$ cat src/rtl/stg_pkg.sv
package stg_pkg;

   typedef enum logic [1:0] {
      UPD_IMM,
      UPD_VD,
      UPD_SG,
      UPD_SEQ
   } upd_cls_e;

   localparam logic [7:0] BANKSEL_ADDR = 8'h7F;
   localparam logic [7:0] DELAY_ADDR   = 8'h19;
   localparam logic [7:0] FIELD_BASE   = 8'hD0;
   localparam int         IMM_LAST     = 3;
   localparam int         SG_FIRST     = 4;
   localparam int         SG_LAST      = 7;

   // Fixed class lookup for bank-1 storage; anything not listed is VD class.
   function automatic upd_cls_e bank1_class(input int addr);
      if (addr <= IMM_LAST || addr == int'(DELAY_ADDR))
         return UPD_IMM;
      else if (addr >= SG_FIRST && addr <= SG_LAST)
         return UPD_SG;
      else
         return UPD_VD;
   endfunction

endpackage

$ cat src/rtl/stg_serial_rx.sv
module stg_serial_rx #(
   parameter int ADDR_W = 8,
   parameter int DATA_W = 16
) (
   input  logic              clk,
   input  logic              rst,
   input  logic              sclk,
   input  logic              sdata,
   input  logic              sload,
   output logic              wr_valid,
   output logic [ADDR_W-1:0] wr_addr,
   output logic [DATA_W-1:0] wr_data
);

   localparam int FRAME_W = ADDR_W + DATA_W;
   localparam int CNT_W   = $clog2(FRAME_W);

   logic               sclk_q;
   logic               sclk_rise;
   logic [CNT_W-1:0]   bit_cnt;
   logic [FRAME_W-1:0] shift_q;
   logic [FRAME_W-1:0] word_q;

   assign sclk_rise = sclk & ~sclk_q;

   always_ff @(posedge clk) begin
      if (rst) begin
         sclk_q   <= 1'b0;
         bit_cnt  <= '0;
         shift_q  <= '0;
         word_q   <= '0;
         wr_valid <= 1'b0;
      end else begin
         sclk_q   <= sclk;
         wr_valid <= 1'b0;
         if (!sload) begin
            bit_cnt <= '0;
         end else if (sclk_rise) begin
            shift_q <= {sdata, shift_q[FRAME_W-1:1]};
            if (bit_cnt == CNT_W'(FRAME_W - 1)) begin
               bit_cnt  <= '0;
               word_q   <= {sdata, shift_q[FRAME_W-1:1]};
               wr_valid <= 1'b1;
            end else begin
               bit_cnt <= bit_cnt + 1'b1;
            end
         end
      end
   end

   assign wr_addr = word_q[ADDR_W-1:0];
   assign wr_data = word_q[FRAME_W-1:ADDR_W];

endmodule

$ cat src/rtl/stg_frame_events.sv
module stg_frame_events #(
   parameter int LINE_W = 10
) (
   input  logic              clk,
   input  logic              rst,
   input  logic              vd,
   input  logic              hd,
   input  logic              sg_line,
   input  logic [LINE_W-1:0] line_delay,
   output logic              vd_fall,
   output logic              hd_fall,
   output logic              sg_end,
   output logic              b1_vd_commit,
   output logic [LINE_W-1:0] line_cnt
);

   logic              vd_q;
   logic              hd_q;
   logic              armed;
   logic [LINE_W-1:0] line_next;
   logic              line_hit;

   assign vd_fall   = vd_q & ~vd;
   assign hd_fall   = hd_q & ~hd;
   assign sg_end    = hd_fall & sg_line;
   assign line_next = line_cnt + 1'b1;
   assign line_hit  = hd_fall && armed && (line_next == line_delay);

   assign b1_vd_commit = (vd_fall && (line_delay == '0)) || line_hit;

   always_ff @(posedge clk) begin
      if (rst) begin
         vd_q     <= 1'b1;
         hd_q     <= 1'b1;
         armed    <= 1'b0;
         line_cnt <= '0;
      end else begin
         vd_q <= vd;
         hd_q <= hd;
         if (vd_fall) begin
            line_cnt <= '0;
            armed    <= (line_delay != '0);
         end else begin
            if (hd_fall)
               line_cnt <= line_next;
            if (line_hit)
               armed <= 1'b0;
         end
      end
   end

endmodule

$ cat src/rtl/stg_reg_slot.sv
module stg_reg_slot #(
   parameter int DATA_W    = 16,
   parameter bit IMMEDIATE = 1'b0
) (
   input  logic              clk,
   input  logic              rst,
   input  logic              wr,
   input  logic [DATA_W-1:0] wdata,
   input  logic              commit,
   output logic [DATA_W-1:0] active
);

   logic [DATA_W-1:0] shadow;
   logic              pending;

   always_ff @(posedge clk) begin
      if (rst) begin
         shadow  <= '0;
         active  <= '0;
         pending <= 1'b0;
      end else begin
         if (commit && pending) begin
            active  <= shadow;
            pending <= 1'b0;
         end
         if (wr) begin
            shadow <= wdata;
            if (IMMEDIATE)
               active <= wdata;
            else
               pending <= 1'b1;
         end
      end
   end

endmodule

$ cat src/rtl/stg_shadow_regs.sv
module stg_shadow_regs #(
   parameter int ADDR_W       = 8,
   parameter int DATA_W       = 16,
   parameter int B1_REGS      = 32,
   parameter int NUM_SEQ      = 4,
   parameter int REGS_PER_SEQ = 4,
   parameter int FIELD_REGS   = 4,
   parameter int LINE_W       = 10,
   parameter int SEQ_W        = $clog2(NUM_SEQ)
) (
   input  logic                 clk,
   input  logic                 rst,
   input  logic                 sclk,
   input  logic                 sdata,
   input  logic                 sload,
   input  logic                 vd,
   input  logic                 hd,
   input  logic                 sg_line,
   input  logic                 scp,
   input  logic [SEQ_W-1:0]     scp_seq,
   output logic                 bank_sel,
   output logic [B1_REGS*DATA_W-1:0] b1_active,
   output logic [(NUM_SEQ*REGS_PER_SEQ+FIELD_REGS)*DATA_W-1:0] b2_active
);

   import stg_pkg::*;

   localparam int SEQ_REGS = NUM_SEQ * REGS_PER_SEQ;
   localparam int B2_REGS  = SEQ_REGS + FIELD_REGS;
   localparam int DLY_IDX  = int'(DELAY_ADDR);

   if (ADDR_W != 8)                    $error("address field must be 8 bits");
   if (ADDR_W + DATA_W != 24)          $error("frame must be 24 bits");
   if (B1_REGS <= DLY_IDX)             $error("bank 1 must hold the delay register");
   if (B1_REGS > int'(BANKSEL_ADDR))   $error("bank 1 overlaps bank select");
   if (SEQ_REGS > int'(BANKSEL_ADDR))  $error("sequence registers overlap bank select");
   if (FIELD_REGS > 256 - int'(FIELD_BASE)) $error("field registers exceed address space");
   if (LINE_W > DATA_W)                $error("line delay wider than data");
   if (NUM_SEQ < 2)                    $error("at least two sequences needed");

   logic              wr_valid;
   logic [ADDR_W-1:0] wr_addr;
   logic [DATA_W-1:0] wr_data;
   logic              vd_fall;
   logic              hd_fall;
   logic              sg_end;
   logic              b1_vd_commit;
   logic [LINE_W-1:0] line_cnt;
   logic [LINE_W-1:0] line_delay;

   stg_serial_rx #(.ADDR_W(ADDR_W), .DATA_W(DATA_W)) u_rx (
      .clk      (clk),
      .rst      (rst),
      .sclk     (sclk),
      .sdata    (sdata),
      .sload    (sload),
      .wr_valid (wr_valid),
      .wr_addr  (wr_addr),
      .wr_data  (wr_data)
   );

   assign line_delay = b1_active[DLY_IDX*DATA_W +: LINE_W];

   stg_frame_events #(.LINE_W(LINE_W)) u_events (
      .clk          (clk),
      .rst          (rst),
      .vd           (vd),
      .hd           (hd),
      .sg_line      (sg_line),
      .line_delay   (line_delay),
      .vd_fall      (vd_fall),
      .hd_fall      (hd_fall),
      .sg_end       (sg_end),
      .b1_vd_commit (b1_vd_commit),
      .line_cnt     (line_cnt)
   );

   always_ff @(posedge clk) begin
      if (rst)
         bank_sel <= 1'b0;
      else if (wr_valid && wr_addr == BANKSEL_ADDR)
         bank_sel <= wr_data[0];
   end

   for (genvar i = 0; i < B1_REGS; i++) begin : g_b1
      localparam upd_cls_e CLS = bank1_class(i);
      logic wr;
      logic commit;

      assign wr = wr_valid && !bank_sel && (wr_addr == ADDR_W'(i));

      if (CLS == UPD_IMM) begin : g_imm
         assign commit = 1'b0;
      end else if (CLS == UPD_SG) begin : g_sg
         assign commit = sg_end;
      end else begin : g_vd
         assign commit = b1_vd_commit;
      end

      stg_reg_slot #(
         .DATA_W    (DATA_W),
         .IMMEDIATE (CLS == UPD_IMM ? 1'b1 : 1'b0)
      ) u_slot (
         .clk    (clk),
         .rst    (rst),
         .wr     (wr),
         .wdata  (wr_data),
         .commit (commit),
         .active (b1_active[i*DATA_W +: DATA_W])
      );
   end

   for (genvar j = 0; j < B2_REGS; j++) begin : g_b2
      localparam bit IS_SEQ = (j < SEQ_REGS);
      localparam int ADDR   = IS_SEQ ? j : int'(FIELD_BASE) + j - SEQ_REGS;
      localparam int SEQ_ID = IS_SEQ ? j / REGS_PER_SEQ : 0;
      logic wr;
      logic commit;

      assign wr = wr_valid && bank_sel && (wr_addr == ADDR_W'(ADDR));

      if (IS_SEQ) begin : g_seq
         assign commit = scp && (scp_seq == SEQ_W'(SEQ_ID));
      end else begin : g_field
         assign commit = vd_fall;
      end

      stg_reg_slot #(.DATA_W(DATA_W), .IMMEDIATE(1'b0)) u_slot (
         .clk    (clk),
         .rst    (rst),
         .wr     (wr),
         .wdata  (wr_data),
         .commit (commit),
         .active (b2_active[j*DATA_W +: DATA_W])
      );
   end

endmodule

$ cat config.mk
export PLATFORM = sky130hd
export DESIGN_NAME = stg_shadow_regs
export DESIGN_NICKNAME = d
export VERILOG_FILES = /design/src/rtl/stg_pkg.sv /design/src/rtl/stg_serial_rx.sv /design/src/rtl/stg_frame_events.sv /design/src/rtl/stg_reg_slot.sv /design/src/rtl/stg_shadow_regs.sv
export SDC_FILE = /design/constraint.sdc
export NUM_CORES = 2
export LEC_CHECK = 0
export ABC_AREA = 1
export CAP_MARGIN = 10
export CELL_PAD_IN_SITES_DETAIL_PLACEMENT = 0
export CELL_PAD_IN_SITES_GLOBAL_PLACEMENT = 1
export CORE_MARGIN = 4
export CORE_UTILIZATION = 40
export DETAILED_ROUTE_END_ITERATION = 8
export PLACE_DENSITY_LB_ADDON = 0.1
export SETUP_SLACK_MARGIN = 0.4
export SLEW_MARGIN = 10
export SYNTH_ARGS = -nofsm -noshare
export SYNTH_HDL_FRONTEND = slang
export SYNTH_SLANG_ARGS = --single-unit
$ cat constraint.sdc
create_clock -name clk -period 2.7 [get_ports clk]
set_clock_uncertainty 0.15 [all_clocks]
set_input_delay 0.54 -clock clk [delete_from_list [all_inputs] [get_ports clk]]
set_output_delay 0.54 -clock clk [all_outputs]
set_load 0.01 [all_outputs]
# == Word-level counts from Yosys, hierarchy flattened ==
# Cells that the tools add are included.
# totals
reg_bits,1700
latchBits,0
ram_bits,0
romBits,0
out_inout_bits,833
n_memories,0
# classes
n_addsub,2
multipliers,0
n_div,0
n_lt_le_gt_ge,0
eq_ne,41
shifts,0
mux,98
n_bitwise,9
reduce_logical,168
# ops
cell,count
$eq A8 B5 Y1 const B,16
$logic_and A1 B1 Y1,109
$mux W1,97
$reduce_bool A2 Y1,48
$eq A8 B4 Y1 const B,8
$eq A8 B3 Y1 const B,4
$eq A8 B8 Y1 const B,4
$eq A8 B2 Y1 const B,2
$add A10 B1 Y10 const B,1
$eq A10 B10 Y1,1
$logic_not A10 Y1,1
$reduce_bool A10 Y1,1
$eq A8 B1 Y1 const B,1
$eq A8 B7 Y1 const B,1
$logic_not A8 Y1,1
$add A5 B1 Y5 const B,1
$eq A5 B5 Y1 const B,1
$mux W5,1
$not A1 Y1,5
$and A1 B1 Y1,4
$eq A2 B2 Y1 const B,2
$reduce_or A2 Y1,2
$reduce_and A3 Y1,1
$reduce_or A3 Y1,1
5 further kinds,5

# == Logic depth before layout (Yosys ltp) ==
# depth
word_depth,8
mapped_depth,16
mapped_depth_nobuf,14

# == By module ==
# From an unflattened synthesis, not the netlist that was laid out.
# hier_totals
hier_cells,9278
hier_area_um2,65086.2
# by_module_without_submodules
mod,n_inst,cells_each,area_each_um2,seq_area_each_um2
stg_reg_slot (g_b1[10].u_slot ...),47,175,1237.4,660.6
stg_reg_slot (g_b1[0].u_slot ...),5,101,670.6,320.3
stg_serial_rx,1,265,2057.0,1081.0
stg_frame_events,1,162,962.2,260.2
stg_shadow_regs,1,121,554.3,20.0

# == Worst setup path before layout ==
# OpenSTA, ideal clock, no wires.
# synth_timing
kind,reg-to-reg
from,reg u_events.line_cnt[0]
to,reg g_b1[27].u_slot.active[2]
setup_time_ps,115
t_arrival_ps,1935
required_time_ps,2435
slack_ps,500
path_stages_with_launch,15
path_buffers,2
period_less_slack_ps,2200
path_cell_list,dfxtp_1 -> ha_1 -> nand2_1 -> o21bai_1 -> nand2_1 -> nand2_1 -> inv_2 -> nor3_2 -> nand3_2 -> nand2_2 -> buf_2 -> buf_2 -> nand3_1 -> nand2_1 -> nor2_1
# synth_via
elab_chain_len,5
# synth_lines
element,line_no,source
start: declaration,stg_frame_events.sv:14,output logic [LINE_W-1:0] line_cnt
start signal: assignment,stg_frame_events.sv:45,line_cnt <= line_next;
$add A10 B1 Y10,stg_frame_events.sv:26,assign line_next = line_cnt + 1'b1;
$eq A10 B10 Y1,stg_frame_events.sv:27,assign line_hit = hd_fall && armed && (line_next == line_delay);
$logic_and A1 B1 Y1,stg_frame_events.sv:27,
$logic_or A1 B1 Y1,stg_frame_events.sv:29,assign b1_vd_commit = (vd_fall && (line_delay == '0)) || line_hit;
$logic_and A1 B1 Y1,stg_reg_slot.sv:22,if (commit && pending) begin
end signal: assignment,stg_reg_slot.sv:23,active <= shadow;
end signal: assignment,stg_reg_slot.sv:29,active <= wdata;
end: declaration,stg_reg_slot.sv:10,output logic [DATA_W-1:0] active
# Every way passes these cells.
# A chain may end at the register's enable or synchronous reset.

# == Final worst setup path ==
# layout_timing
from,reg u_events.line_cnt[0]
to,reg g_b1[27].u_slot.active[12]
# layout_via
elab_chain_len,5
# layout_lines
element,line_no,source
$add A10 B1 Y10,stg_frame_events.sv:26,
via u_events.line_next[1],stg_frame_events.sv:20,logic [LINE_W-1:0] line_next;
$eq A10 B10 Y1,stg_frame_events.sv:27,
$logic_and A1 B1 Y1,stg_frame_events.sv:27,
$logic_or A1 B1 Y1,stg_frame_events.sv:29,
$logic_and A1 B1 Y1,stg_reg_slot.sv:22,
# The timed path passes the listed nets, and every way through them passes these cells.

==> flow_metrics.env <==
export IMPL_status="finished clean"
export IMPL_initial_core_util_pct=40.33
export IMPL_gr_total_overflow=0
export IMPL_grt_max_degree=131
export IMPL_yosysWarnings=0
export IMPL_critical_path_startpoint_type="flip-flop"
export IMPL_path_class="reg -> reg"
export IMPL_total_power_mw=52.18
export IMPL_core_area_mm2=0.1542
export IMPL_synth_seq_cells=1699
export IMPL_io_pin_count=844
export IMPL_synth_area_mm2=0.06221
export IMPL_numCtsBuffers=182
export IMPL_drt_wirelength_per_cell_um=21.51
export IMPL_critPathMaxFanout=6
export IMPL_r2r_cells=16
export IMPL_min_from="vd"
export IMPL_tightest_slew_ns=1.215
export IMPL_dr_pass1_iters=5
export IMPL_clock_sinks=1699
export IMPL_dp_cells=10550
export IMPL_drv_cap=0
export IMPL_final_common_cell="dfxtp_1"
export IMPL_crit_required_ns=3.23
export IMPL_worstReg2RegEnd="g_b1[27].u_slot.active[12]$_SDFFE_PP0P_"
export IMPL_die_y_um=402.4
export IMPL_io_buffers=843
export IMPL_cts_htree_levels=4
export IMPL_grt_pass1_vias=53120
export IMPL_grt_pass1_wl_um=345100
export IMPL_path_cells="ha_4 -> xnor2_4 -> nand3_2 -> nor2_1 -> nand3_1 -> nor3_4 -> nand3_4 -> nand2_8 -> buf_12 -> buf_12 -> buf_12 -> buf_12 -> buf_16 -> nand3_2 -> nand2_1 -> nor2_1"
export IMPL_syn_to_final_growth_pct=34.52
export IMPL_finalCritPeriodShare_pct=96.34
export IMPL_drt_initial_drc_count=4786
export IMPL_rrSetupSlack_ns=0.1
export IMPL_synth_nets=8114
export IMPL_min_to="u_events.vd_q$_SDFF_PP1_"
export IMPL_drv_slew=0
export IMPL_layoutNonFillerInstCount=11010
export IMPL_clk_pin_slew_ns=0.06
export IMPL_relSlewSlack_pct=18.87
export IMPL_viasPerCell=5.205
export IMPL_pre_cts_ws_ns=-0.3558
export IMPL_yosysUniqueCellTypes=33
export IMPL_cts_buffer_depth=3
export IMPL_slowest_delay_ns=0.36
export IMPL_die_w_um=402.4
export IMPL_track_usage_pct=27.54
export IMPL_clk_insertion_delay_late_ns=0.80
export IMPL_rsz0062_at_grt="yes"
export IMPL_wirelength_um=236800
export IMPL_crit_top_cell="buf_12"
export IMPL_ant_nets=0
export IMPL_ir_drop_uv=589.1
export IMPL_synth_top_cell_by_area="dfxtp_1"
export IMPL_route_detailed_drc=0
export IMPL_r2r_start="u_events.line_cnt[0]$_SDFFE_PP0P_"
export IMPL_drive_gt1_share_pct=12.35
export IMPL_cts_tree="built"
export IMPL_hpwlAfterDp_um=147000
export IMPL_antenna_found_initial=11
export IMPL_leakage_nw=30.81
export IMPL_synth_top_area_share_pct=54.68
export IMPL_routed_via_count=57310
export IMPL_setup_viol=0
export IMPL_endpoint_kind="flip-flop"
export IMPL_fmax_mhz=384.4
export IMPL_clockRootBuffer="clkbuf_16"
export IMPL_syn_inst=8101
export IMPL_std_cell_rows=144
export IMPL_hp_class="in -> reg"
export IMPL_die_area_mm2=0.1619
export IMPL_holdPathStages=3
export IMPL_final_cell_mix="1628 x dfxtp_1, 1319 x a21oi_1, 989 x nor2_1, 965 x nand2_1, 816 x o21ai_0"
export IMPL_finalWeightedCongestion=0.8393
export IMPL_synth_avg_cell_area_um2=7.679
export IMPL_critPathArrivalTime_ns=3.13
export IMPL_synthTopCellsByArea="dfxtp_1 55%, a21oi_1 11%, nand3_1 6.7%"
export IMPL_worst_slack_ns=0.09879
export IMPL_power_density_mw_per_mm2=623.6
export IMPL_final_nets=8833
export IMPL_cp_slowest_cell="dfxtp_4"
export IMPL_nFillCells=14510
export IMPL_fin_crit_ns=2.601
export IMPL_seq_area_frac_synth_pct=54.68
export IMPL_hold_viol=0
-- state kept, by name, indices dropped and copies added (netlist names) --
name                 flops
u_rx.sclk_q              1
u_events.armed           1
u_events.line_cnt       10
g_b2.u_slot.pending     20
g_b1.u_slot.shadow     432
g_b2.u_slot.shadow     320
bank_sel                 1
u_events.vd_q            1
u_events.hd_q            1
u_rx.shift_q            23
g_b1.u_slot.active     512
g_b2.u_slot.active     320
u_rx.bit_cnt             5
g_b1.u_slot.pending     27
u_rx.word_q             24
u_rx.wr_valid            1
-- kinds of logic (layout without fill, tap and decap cells) --
logic type      after synthesis  count (layout)  synth area share [%]
flops                      1699            1699                 54.68
simple gates               2866            2868                 19.08
fa+ha+maj                     2               2               0.04022
compound gates             2225            2225                 17.91
other cells                   0               6                     0
xor+xnor                      3               3               0.04225
buf+inv                    1306            2162                 8.247
-- through the flow --
step                hold WS [ns]  area [um2]  TNS (ns)  utilization, %
floorplan                 0.2739       62210         0               -
global route              0.1463       83670   -0.1459           54.25
global placement          0.2815       73430   -107.61           47.61
detailed placement        0.2847       73430   -101.70           47.61
CTS                      0.08800       81350         0           52.75
finish                    0.1615       83680         0           54.26
-- Yosys cell counts (all sizes together) --
library cell,count
nand4,4
xor2,1
nand3,833
o211ai,1
or2,1
clkinv,5
nor2,1015
nand2,999
ha,2
a21oi,1405
buf,155
inv,576
o21bai,2
nor4,4
o21ai,817
dfxtp,1699
nand3b,1
xnor2,2
nor3,8
and3,1
clkbuf,570
-- routing by layer --
layer	track usage, %	share of wire (%)	up-vias
met5	0	0	-
li1	-	-	27920
met1	37.83	45	27280
met4	10.13	3.5	0
met3	4.762	6.1	332
met2	43.50	46	1768
-- worst max path at each step --
| stage | start | end | slack [ns] | depth (start not counted) |
|---|---|---|---|---|
| after floorplan | u_events.line_cnt[0]$_SDFFE_PP0P_ | g_b1[27].u_slot.active[2]$_SDFFE_PP0P_ | 0.50 | 14 |
| after global placement | hd | g_b1[21].u_slot.active[7]$_SDFFE_PP0P_ | -0.36 | 14 |
| after detailed placement | hd | g_b1[21].u_slot.active[11]$_SDFFE_PP0P_ | -0.36 | 14 |
| after CTS | g_b1[26].u_slot.active[12]$_SDFFE_PP0P_ | b1_active[428] | 0.12 | 1 |
| after global routing | u_events.line_cnt[0]$_SDFFE_PP0P_ | g_b1[27].u_slot.active[13]$_SDFFE_PP0P_ | -0.04 | 16 |
| final | u_events.line_cnt[0]$_SDFFE_PP0P_ | g_b1[27].u_slot.active[12]$_SDFFE_PP0P_ | 0.1 | 16 |
-- area by class of cell --
class | count | area (um2) | share of cell area [%]
flip-flops and latches | 1699 | 34150 | 40.81
multi-input cells | 5098 | 24630 | 29.43
repair buffers | 1255 | 14120 | 16.87
clock buffers | 283 | 5548 | 6.630
well taps | 2044 | 2557 | 3.056
inverters | 581 | 2212 | 2.643
clock inverters | 40 | 439.2 | 0.5248
repair inverters | 3 | 20.02 | 0.02392
diodes | 6 | 15.01 | 0.01794
-- worst max-delay path, delay by kind of cell, from the launching register on --
family        cells  cell delay [ns]
xor+xnor          1             0.19
fa+ha+maj         1             0.26
flops             1             0.36
buf+inv           5             0.63
simple gates      9             0.91
-- repair_timing --
action | 4_1_cts | 5_1_grt
setup endpoints to repair | 1548 | 1704
hold buffers | 1 | 0
pin swaps | 29 | 112
setup buffers | 38 | 25
cloned | 32 | 35
hold endpoints to repair | 22 | 0
resized for setup | 274 | 321
-- power by group --
part / switching [mW] / leakage (nW) / total (mW) / internal, mW
clock: 10.3 / 2.96 / 25.0 / 14.6
sequential: 0.0113 / 13.7 / 25.1 / 25.1
combinational: 1.22 / 14.1 / 2.13 / 0.907
No activity file was read; power rests on OpenSTA's default activity.
